--- config.mk ---
export PLATFORM = sky130hd
export DESIGN_NAME = latched_xcvr
export DESIGN_NICKNAME = d
export VERILOG_FILES = /design/src/rtl/xcvr_pkg.sv /design/src/rtl/xcvr_lane.sv /design/src/rtl/xcvr_clash.sv /design/src/rtl/latched_xcvr.sv
export SDC_FILE = /design/constraint.sdc
export NUM_CORES = 1
export LEC_CHECK = 0
export BUFFER_PORTS_ARGS = -buffer_cell sky130_fd_sc_hd__buf_4
export CAP_MARGIN = 5
export CORE_MARGIN = 8
export CORE_UTILIZATION = 30
export CTS_CLUSTER_DIAMETER = 150
export CTS_CLUSTER_SIZE = 14
export DETAILED_ROUTE_END_ITERATION = 8
export HOLD_SLACK_MARGIN = 0.1
export PLACE_DENSITY_LB_ADDON = 0.3
export SYNTH_ARGS = -nofsm -noshare
export SYNTH_HDL_FRONTEND = slang
export SYNTH_HIERARCHICAL = 1
export SYNTH_SLANG_ARGS = --single-unit
export TNS_END_PERCENT = 50
--- constraint.sdc ---
create_clock -name clk_i -period 2.15 [get_ports clk_i]
set_input_delay 0.3225 -clock clk_i [delete_from_list [all_inputs] [get_ports clk_i]]
set_output_delay 0.3225 -clock clk_i [all_outputs]
set_load 0.05 [all_outputs]
--- src/rtl/xcvr_pkg.sv ---
package xcvr_pkg;
  localparam int unsigned DEF_WIDTH = 8;

  typedef struct packed {
    logic sel_n;
    logic cap_n;
    logic drv_n;
  } dir_ctl_t;
endpackage

--- src/rtl/xcvr_lane.sv ---
module xcvr_lane
  import xcvr_pkg::*;
#(
  parameter int unsigned WIDTH  = DEF_WIDTH,
  parameter bit          INVERT = 1'b0
) (
  input  logic             clk_i,
  input  logic             rst_ni,
  input  logic [WIDTH-1:0] src_i,
  input  dir_ctl_t         ctl_i,
  output logic [WIDTH-1:0] dst_o,
  output logic             dst_oe_o
);
  localparam logic [WIDTH-1:0] OUT_MASK = INVERT ? {WIDTH{1'b1}} : '0;

  logic [WIDTH-1:0] store_q;
  logic             open_w;

  assign open_w = ~ctl_i.sel_n & ~ctl_i.cap_n;

  always_ff @(posedge clk_i or negedge rst_ni) begin
    if (!rst_ni)     store_q <= '0;
    else if (open_w) store_q <= src_i;
  end

  generate
    if (INVERT) begin : g_inv
      assign dst_o = ~store_q;
    end else begin : g_thru
      assign dst_o = store_q;
    end
  endgenerate

  assign dst_oe_o = ~ctl_i.sel_n & ~ctl_i.drv_n;

  assert_load_R2: assert property (@(posedge clk_i) disable iff (!rst_ni)
    (!ctl_i.sel_n && !ctl_i.cap_n) |=> (dst_o == ($past(src_i) ^ OUT_MASK)));

  assert_hold_R4: assert property (@(posedge clk_i) disable iff (!rst_ni)
    (ctl_i.sel_n || ctl_i.cap_n) |=> $stable(dst_o));

  assert_off_R6: assert property (@(posedge clk_i) disable iff (!rst_ni)
    (ctl_i.sel_n || ctl_i.drv_n) |-> !dst_oe_o);
endmodule

--- src/rtl/xcvr_clash.sv ---
module xcvr_clash (
  input  logic a_oe_i,
  input  logic b_oe_i,
  output logic clash_o
);
  assign clash_o = a_oe_i & b_oe_i;
endmodule

--- src/rtl/latched_xcvr.sv ---
module latched_xcvr
  import xcvr_pkg::*;
#(
  parameter int unsigned WIDTH  = DEF_WIDTH,
  parameter bit          INVERT = 1'b0
) (
  input  logic             clk_i,
  input  logic             rst_ni,
  input  logic [WIDTH-1:0] a_i,
  input  logic [WIDTH-1:0] b_i,
  input  logic             ab_sel_ni,
  input  logic             ab_cap_ni,
  input  logic             ab_drv_ni,
  input  logic             ba_sel_ni,
  input  logic             ba_cap_ni,
  input  logic             ba_drv_ni,
  output logic [WIDTH-1:0] a_o,
  output logic             a_oe_o,
  output logic [WIDTH-1:0] b_o,
  output logic             b_oe_o,
  output logic             clash_o
);
  dir_ctl_t ab_ctl, ba_ctl;

  assign ab_ctl = '{sel_n: ab_sel_ni, cap_n: ab_cap_ni, drv_n: ab_drv_ni};
  assign ba_ctl = '{sel_n: ba_sel_ni, cap_n: ba_cap_ni, drv_n: ba_drv_ni};

  xcvr_lane #(.WIDTH(WIDTH), .INVERT(INVERT)) u_ab (
    .clk_i, .rst_ni, .src_i(a_i), .ctl_i(ab_ctl), .dst_o(b_o), .dst_oe_o(b_oe_o)
  );

  xcvr_lane #(.WIDTH(WIDTH), .INVERT(INVERT)) u_ba (
    .clk_i, .rst_ni, .src_i(b_i), .ctl_i(ba_ctl), .dst_o(a_o), .dst_oe_o(a_oe_o)
  );

  xcvr_clash u_clash (.a_oe_i(a_oe_o), .b_oe_i(b_oe_o), .clash_o);

  assert_clash_R9: assert property (@(posedge clk_i) disable iff (!rst_ni)
    clash_o |-> (a_oe_o && b_oe_o));

  assert_ba_off_R8: assert property (@(posedge clk_i) disable iff (!rst_ni)
    ba_sel_ni |-> !a_oe_o);
endmodule

# Yosys cells after proc, flatten, opt, wreduce, memory -nomap -nowiden
# Cells that the tools add are included.
[op_classes]
bitwise = 11
[ops]
columns = ["op", "count"]
rows = [
  ["NOT 1 bit", 6],
  ["bitwise AND 1 bit", 5],
]
[word_totals]
register_bits = 16
out_inout_bits = 19
input_bits = 24
elab_cells = 13

# Depth between registers and ports, before layout
# Gate-level depths: netlist (run 1).
[depth]
depth_word = 3
mapped_depth = 2
ltp_nobuf = 2

# Hierarchy
# The synthesis (run 1) kept the hierarchy.
[modules_own_cells]
columns = ["mod", "area_per_inst_um2", "seq_area_each_um2", "cells_each", "instances"]
rows = [
  ["xcvr_lane", 305.3, 200.2, 18, 2],
  ["xcvr_clash", 6.3, 0.0, 1, 1],
]

# Worst setup path before layout (run 1)
# No wires, ideal clock.
[synth_path]
path_kind = "input to output"
from = "in ab_sel_ni"
to = "out clash_o"
t_arrival_ns = 1.541
cell_stages = 2
slack_ns = 0.287
cell_sequence = "nor2_1 and2_1"
[synth_between]
elab_chain_cells = 3
[synth_rtl]
columns = ["item", "line_no", "text"]
rows = [
  ["from (decl)", "latched_xcvr.sv:11", "input logic ab_sel_ni,"],
  ["NOT 1 bit", "xcvr_lane.sv:34", "assign dst_oe_o = ~ctl_i.sel_n & ~ctl_i.drv_n;"],
  ["bitwise AND 1 bit", "xcvr_lane.sv:34", ""],
  ["bitwise AND 1 bit", "xcvr_clash.sv:6", "assign clash_o = a_oe_i & b_oe_i;"],
  ["to (decl)", "latched_xcvr.sv:21", "output logic clash_o"],
]
# No other way between the ends.

# Worst setup path after layout (run 1)
# Same ends and word-level chain as after synthesis.

==> impl_metrics.env, run 1 <==
export IMPL_outcome="finished, final reports clean"
export IMPL_power_density_mw_per_mm2=890
export IMPL_ir_drop_mv=0.562
export IMPL_p_total_uw=901
export IMPL_period_needed_ps=1230
export IMPL_gp_congestion=0.595
export IMPL_rsz0062_at_grt="false"
export IMPL_finalInstanceArea_mm2=0.00101
export IMPL_fillCellCount=183
export IMPL_synth_fa_ha_area_share_pct=0
export IMPL_synth_simple_gate_area_share_pct=5.88
export IMPL_port_buffers=42
export IMPL_grt_max_degree=17
export IMPL_mostFrequentLayoutCells="buf_4, mux2_2, dfrtp_1"
export IMPL_muxShareOfSynthArea_pct=29.2
export IMPL_die_w_um=61.3
export IMPL_yosysWarningCount=6
export IMPL_ys_ff_latch=16
export IMPL_post_cts_buffers=0
export IMPL_critPathKind="input port to primary output"
export IMPL_setup_violations=0
export IMPL_grt_remaining_overflow=0
export IMPL_drive_above_1_share_pct=76.2
export IMPL_multi_input_area_um2=216
export IMPL_yosys_top_cells_area="dfrtp_1, mux2_2, nor2_4"
export IMPL_final_core_util_pct=52.1
export IMPL_drv_cap=0
export IMPL_synth_compound_area_share_pct=0
export IMPL_crit_path_end_kind="primary output"
export IMPL_die_area_mm2=0.00376
export IMPL_seqCellArea_um2=400
export IMPL_synth_area_um2=617
export IMPL_timing_rr_start="u_ab/dst_o[6]"
export IMPL_synth_top_family_by_area="multiplexers"
export IMPL_drc=0
export IMPL_timing_final_crit_share_pct=57.0
export IMPL_path_clk_slew_ps=90
export IMPL_ios=43
export IMPL_wl_per_cell_um=13.1
export IMPL_initial_utilization_pct=31.8
export IMPL_min_to="u_ab/dst_o[7]"
export IMPL_syn_num_nets=61
export IMPL_grt_pass1_vias=522
export IMPL_root_buffer="clkbuf_4"
export IMPL_dr_pass1_iters=2
export IMPL_fmax_mhz=816
export IMPL_clockBufferDepth=2
export IMPL_min_path_type="input port to flip-flop"
export IMPL_syn_area_per_cell_um2=16.7
export IMPL_synth_top_cell_by_area="dfrtp_1"
export IMPL_worst_pin_slew_ps=255
export IMPL_syn_inst=37
export IMPL_r2r_end="u_ab/dst_o[6]"
export IMPL_cts_sinks=16
export IMPL_slew_headroom_pct=83.0
export IMPL_fin_nets=109
export IMPL_rows=16
export IMPL_p_leak_uw=0.000489
export IMPL_cts_max_level=1
export IMPL_numCtsBuffers=3
export IMPL_grt_pass1_wl_mm=2.18
export IMPL_final_common_cell="buf_4"
export IMPL_final_hold_violation_count=0
export IMPL_routed_wl_mm=1.45
export IMPL_hold_path_depth=2
export IMPL_slew_violations=0
export IMPL_num_vias=461
export IMPL_antenna_found_initial=0
export IMPL_fin_skew_ps=0
export IMPL_drt_iter0_drc=6
export IMPL_yosysTopAreaCellShare_pct=64.9
export IMPL_reg2regPathDepth=1
export IMPL_rrSetupSlack_ps=1380
export IMPL_crit_fanout=2
export IMPL_n_antenna_cell=0
export IMPL_synth_cell_types=5
export IMPL_min_from="a_i[7]"
export IMPL_startpoint_type="input port"
export IMPL_clkLatencyLatePin_ps=280
export IMPL_startpoint="ab_sel_ni"
export IMPL_synth_xor_area_share_pct=0
export IMPL_fp_dieH_um=61.3
export IMPL_grt_usage_pct=7.95
export IMPL_crit_arrival_ps=900
export IMPL_crit_required_ps=1830
export IMPL_detail_route_vias_per_cell=4.15
export IMPL_place_area_um2=966
export IMPL_core_area_mm2=0.00194
export IMPL_synth_seq_area_share_pct=64.9
export IMPL_syn_to_final_growth_pct=64.1
export IMPL_antenna_left=0
export IMPL_cts_tree="built"
export IMPL_finalSetupTns_ps=0
[repair_timing]
| item | 4_1_cts | 5_1_grt |
|---|---|---|
| endpoints found under the hold margin | 16 | 0 |
| endpoints found under the setup margin | 0 | 0 |
| hold buffers | 1 | 0 |
| gates resized for setup | 0 | 0 |
[through the flow]
step	std cells	setup slack, ps	hold slack, ps
after detailed placement	106	913	190
after global placement	106	918	194
after floorplan	37	287	26.9
after CTS	111	913	261
after global routing	111	886	247
final	111	924	271
[sequential cells by signal, indices dropped and copies added, names as in the netlist]
name	flops
u_ab/dst_o	8
u_ba/dst_o	8
[worst max path at each step]
| stage | cells after the start | end |
|---|---|---|
| after floorplan | 2 | clash_o |
| after global placement | 4 | clash_o |
| after detailed placement | 4 | clash_o |
| after CTS | 4 | clash_o |
| after global routing | 4 | clash_o |
| final | 4 | clash_o |
[critical path, cell delays in order]
cell,delay [ps]
buf_4,120
nor2_1,130
and2_1,140
buf_4,190
[cell type report]
type,count,area share (%)
flip-flops and latches,16,39.6
repair buffers,43,32.1
multi-input cells,21,21.4
clock buffers,4,3.58
well taps,27,3.34
[routing by layer]
metal / global-route usage (%) / wire length (um)
met4: 5.84 / 10
met2: 12.2 / 693
met5: 0 / 0
met1: 8.55 / 609
met3: 3.34 / 135
[cell families after synthesis]
family / Yosys count
and+or+nand+nor: 5
DFF: 16
muxes: 16
[power breakdown]
group	switching [uW]	total, uW	internal [uW]
combinational	220	346	126
sequential	21.3	366	345
clock	86.1	189	103
total	327	901	574
[Yosys cell counts]
cell type,count
dfrtp_1,16
nor2_4,2
nor2_1,2
and2_1,1
mux2_2,16
(Power assumes the default switching activity.)
==> run 2: changes to the inputs <==
Clock period 2.15 ns to 1.1 ns, I/O delays scaled along.
==> run 2 against run 1 <==
Hold slack worse by 160 ps. Critical path depth decreased by 3. Worst setup slack worse by 860 ps. Count of clock-buffer cells in the layout unchanged. Register-to-register slack worse by 1000 ps. Die area stayed put. Sequential cell count did not move. Critical path type is now flip-flop to primary output. Critical endpoint is now b_o[4].
==> impl_metrics.env, run 2 (synthesized netlist as in run 1, its figures left out) <==
export IMPL_rsz0062_at_grt="false"
export IMPL_root_buffer="clkbuf_4"
export IMPL_finalInstanceArea_mm2=0.00103
export IMPL_cts_max_level=1
export IMPL_path_buf_inv=1
export IMPL_initial_utilization_pct=31.8
export IMPL_ir_drop_mv=1.13
export IMPL_p_leak_uw=0.000491
export IMPL_finalSetupTns_ps=0
export IMPL_slew_headroom_pct=83.9
export IMPL_final_common_cell="buf_4"
export IMPL_crit_required_ps=940
export IMPL_grt_usage_pct=8.38
export IMPL_ios=43
export IMPL_cts_tree="built"
export IMPL_crit_chain="buf_4"
export IMPL_num_vias=477
export IMPL_crit_fanout=2
export IMPL_slew_violations=0
export IMPL_final_hold_violation_count=0
export IMPL_critPathMaxStageDelay_ps=400
export IMPL_place_area_um2=982
export IMPL_core_area_mm2=0.00194
export IMPL_post_place_cells=106
export IMPL_dp_hpwl_mm=1.27
export IMPL_p_comb_share_pct=38.4
export IMPL_stdcell_count=111
export IMPL_power_density_mw_per_mm2=1720
export IMPL_drt_iter0_drc=2
export IMPL_cts_sinks=16
export IMPL_cp_slowest_cell="dfrtp_1"
export IMPL_timing_final_crit_share_pct=93.8
export IMPL_period_needed_ps=1030
export IMPL_post_cts_buffers=0
export IMPL_min_path_type="input port to flip-flop"
export IMPL_fmax_mhz=969
export IMPL_fin_nets=109
export IMPL_crit_path_end_kind="primary output"
export IMPL_drive_above_1_share_pct=79.8
export IMPL_grt_max_degree=17
export IMPL_clockPowerShare_pct=21.0
export IMPL_intPower_uw=1120
export IMPL_clockBufferDepth=2
export IMPL_switching_power_uw=648
export IMPL_path_clk_slew_ps=90
export IMPL_fillCellCount=189
export IMPL_die_area_mm2=0.00376
export IMPL_netSwitchingFraction_pct=36.6
export IMPL_drc=0
export IMPL_outcome="finished, final reports clean"
export IMPL_startpoint_type="flip-flop"
export IMPL_rows=16
export IMPL_drv_cap=0
export IMPL_mostFrequentLayoutCells="buf_4, mux2_2, dfrtp_1"
export IMPL_detail_route_vias_per_cell=4.30
export IMPL_fin_skew_ps=0
export IMPL_grt_remaining_overflow=0
export IMPL_antenna_found_initial=0
export IMPL_wl_per_cell_um=13.5
export IMPL_grt_pass1_vias=550
export IMPL_worst_pin_slew_ps=242
export IMPL_clkLatencyLatePin_ps=280
export IMPL_crit_arrival_ps=870
export IMPL_routed_wl_mm=1.49
export IMPL_dr_pass1_iters=2
export IMPL_setup_violations=0
export IMPL_p_seq_share_pct=40.5
export IMPL_syn_to_final_growth_pct=66.7
export IMPL_fp_dieH_um=61.3
export IMPL_numCtsBuffers=3
export IMPL_antenna_left=0
export IMPL_grt_pass1_wl_mm=2.40
export IMPL_gp_congestion=0.654
export IMPL_crit_family="flip-flops"
export IMPL_n_antenna_cell=0
export IMPL_critPathKind="flip-flop to primary output"
export IMPL_die_w_um=61.3
export IMPL_port_buffers=42
run 2: cell types whose count changed in the layout (fill, tap and decap cells not counted):
cell,change
and2_1,-1
and2_2,+1
nor2_4,+2
nor2_1,-2
run 2: power by group through the flow:
| stage | sequential (uW) | clock [uW] | combinational, uW |
|---|---|---|---|
| 2_1_floorplan | 1040 | 0 | 119 |
| 3_3_place_gp | 729 | 0 | 683 |
| 3_5_place_dp | 732 | 0 | 688 |
| 4_1_cts | 721 | 389 | 691 |
| 5_1_grt | 730 | 409 | 713 |
| 6_report | 718 | 372 | 681 |
run 2: cell type report:
| cell class | instances | area, um2 | area share [%] |
|---|---|---|---|
| Sequential cell | 16 | 400 | 38.9 |
| Multi-Input combinational cell | 21 | 233 | 22.6 |
| Tap cell | 27 | 33.8 | 3.28 |
| Timing Repair Buffer | 43 | 325 | 31.6 |
| Clock buffer | 4 | 36.3 | 3.53 |
run 2: final timing paths:
path	from	endpoint	slack (ps)	cells past startpoint
setup / recovery	u_ab/dst_o[4]	b_o[4]	70	1
hold / removal	a_i[1]	u_ab/dst_o[1]	110	2
setup reg to reg	u_ab/dst_o[4]	u_ab/dst_o[4]	340	1
hold reg to reg	u_ba/dst_o[0]	u_ba/dst_o[0]	510	1
max in group asynchronous	rst_ni	u_ba/dst_o[6]	640	2
min in group asynchronous	rst_ni	u_ab/dst_o[5]	280	2
run 2: per-layer routing:
metal	vias up	wire, um	global-route usage (%)
met5	-	0	0
met4	0	0	2.92
met3	0	141	3.34
met2	18	796	14.9
met1	234	555	8.67
li1	225	-	-
run 2: stage by stage:
step / total power [uW] / util, % / setup slack, ps / hold WS (ps)
5_1_grt: 1850 / 53.0 / 36.0 / 104
6_report: 1770 / 53.0 / 68.5 / 113
4_1_cts: 1800 / 53.0 / 58.0 / 106
3_5_place_dp: 1420 / 50.6 / 63.1 / 35.7
3_3_place_gp: 1410 / 50.6 / 80.0 / 32.4
2_1_floorplan: 1160 / - / 112 / -131
run 2: repair_timing:
| item | CTS | global route |
|---|---|---|
| hold buffers | 1 | 0 |
| gates resized for setup | 0 | 0 |
| hold endpoints to repair | 16 | 0 |
==> run 3: changes to the inputs <==
Settings changed: CORE_UTILIZATION 30 to 35.
==> run 3 against run 2 <==
Clock power fell by 21%. Critical path type unchanged. Critical path depth unchanged. Register-to-register slack is essentially flat. Hold slack lost 1.9 ps. Global-route usage is 0.92 points higher. Count of clock-buffer cells in the layout down 1. Power shrank 4.3%. Via count rose by 0.63%. Core utilization rose by 6.4 points. First-iteration DRC count unchanged.
==> impl_metrics.env, run 3 (synthesized netlist as in run 1, its figures left out) <==
export IMPL_outcome="finished, final reports clean"
export IMPL_final_hold_violation_count=0
export IMPL_numCtsBuffers=3
export IMPL_antenna_left=0
export IMPL_clockBufferDepth=2
export IMPL_grt_pass1_wl_mm=2.40
export IMPL_wl_per_cell_um=15.0
export IMPL_slew_violations=0
export IMPL_power_density_mw_per_mm2=1690
export IMPL_num_vias=480
export IMPL_post_cts_buffers=0
export IMPL_fin_ws_ps=69.9
export IMPL_drive_above_1_share_pct=79.5
export IMPL_drt_iter0_drc=2
export IMPL_drv_cap=0
export IMPL_worst_pin_slew_ps=243
export IMPL_syn_to_final_growth_pct=62.5
export IMPL_ios=43
export IMPL_grt_pass1_vias=543
export IMPL_startpoint_type="flip-flop"
export IMPL_multi_input_area_um2=233
export IMPL_period_needed_ps=1030
export IMPL_crit_chain="buf_4"
export IMPL_rows=15
export IMPL_grt_max_degree=17
export IMPL_drc=0
export IMPL_cts_sinks=16
export IMPL_fin_skew_ps=0
export IMPL_dr_pass1_iters=2
export IMPL_dp_hpwl_mm=1.27
export IMPL_fp_dieH_um=58.0
export IMPL_gp_congestion=0.653
export IMPL_cp_depth=1
export IMPL_detail_route_vias_per_cell=4.80
export IMPL_hold_path_depth=2
export IMPL_die_area_mm2=0.00336
export IMPL_seqCellArea_um2=400
export IMPL_core_area_mm2=0.00169
export IMPL_fmax_mhz=971
export IMPL_clkLatencyLatePin_ps=280
export IMPL_port_buffers=42
export IMPL_critPathKind="flip-flop to primary output"
export IMPL_routed_wl_mm=1.50
export IMPL_pre_cts_slack_ps=63.0
export IMPL_final_common_cell="buf_4"
export IMPL_finalSetupTns_ps=0
export IMPL_setup_violations=0
export IMPL_path_buf_inv=1
export IMPL_rsz0062_at_grt="false"
export IMPL_fin_nets=109
export IMPL_path_clk_slew_ps=80
export IMPL_crit_required_ps=940
export IMPL_crit_arrival_ps=870
export IMPL_cts_max_level=1
export IMPL_hold_ws_ps=111
export IMPL_cts_tree="built"
export IMPL_reg2regPathDepth=1
export IMPL_p_leak_uw=0.000484
export IMPL_grt_usage_pct=9.29
export IMPL_crit_fanout=2
export IMPL_timing_final_crit_share_pct=93.6
export IMPL_die_w_um=58.0
export IMPL_cp_slowest_cell="dfrtp_1"
export IMPL_min_path_type="input port to flip-flop"
export IMPL_crit_path_end_kind="primary output"
export IMPL_mostFrequentLayoutCells="buf_4, mux2_2, dfrtp_1"
export IMPL_root_buffer="clkbuf_4"
export IMPL_slew_headroom_pct=83.7
export IMPL_critPathMaxStageDelay_ps=390
export IMPL_fillCellCount=145
export IMPL_crit_family="flip-flops"
export IMPL_grt_remaining_overflow=0
export IMPL_antenna_found_initial=0
export IMPL_n_antenna_cell=0
export IMPL_initial_utilization_pct=36.5
export IMPL_ir_drop_mv=0.942
run 3: cell types whose count changed in the layout (fill, tap and decap cells not counted), sizes merged:
cell / before / now
clkbuf: 4 / 3
run 3: where the power goes:
part	internal, uW	total [uW]	switching (uW)
Combinational	249	685	436
Sequential	675	718	43.9
Clock	127	293	166
run 3: per-stage QoR:
stage,util (%),instance area [um2],total power [uW],instances
floorplan,-,633,1160,37
global placement,57.4,970,1410,96
detailed placement,57.4,970,1420,96
CTS,59.3,1000,1720,100
global route,59.3,1000,1770,100
finish,59.3,1000,1700,100
run 3: path summary, 6_finish.rpt:
path / end / slack (ps) / start
min in group asynchronous: u_ba/dst_o[1] / 270 / rst_ni
max in group asynchronous: u_ba/dst_o[0] / 650 / rst_ni
setup reg to reg: u_ab/dst_o[2] / 330 / u_ab/dst_o[2]
hold / removal: u_ab/dst_o[1] / 110 / a_i[1]
hold reg to reg: u_ba/dst_o[3] / 510 / u_ba/dst_o[3]
setup / recovery: b_o[2] / 70 / u_ab/dst_o[2]
run 3: layout make-up:
class | count | share of cell area (%)
Sequential cell | 16 | 40.0
Tap cell | 17 | 2.12
Timing Repair Buffer | 43 | 32.5
Clock buffer | 3 | 2.25
Multi-Input combinational cell | 21 | 23.2
run 3: timing repair:
item | in CTS | in global routing
endpoints found under the setup margin | 0 | 0
gates resized for setup | 0 | 0
endpoints found under the hold margin | 16 | 0
hold buffers | 1 | 0
run 3: routing by layer:
layer	track usage [%]	up-vias	part of all wire, %
met5	0	-	0
met4	4.20	0	1.6
met3	5.08	2	12
met2	14.8	27	46
met1	9.87	227	40
li1	-	224	-
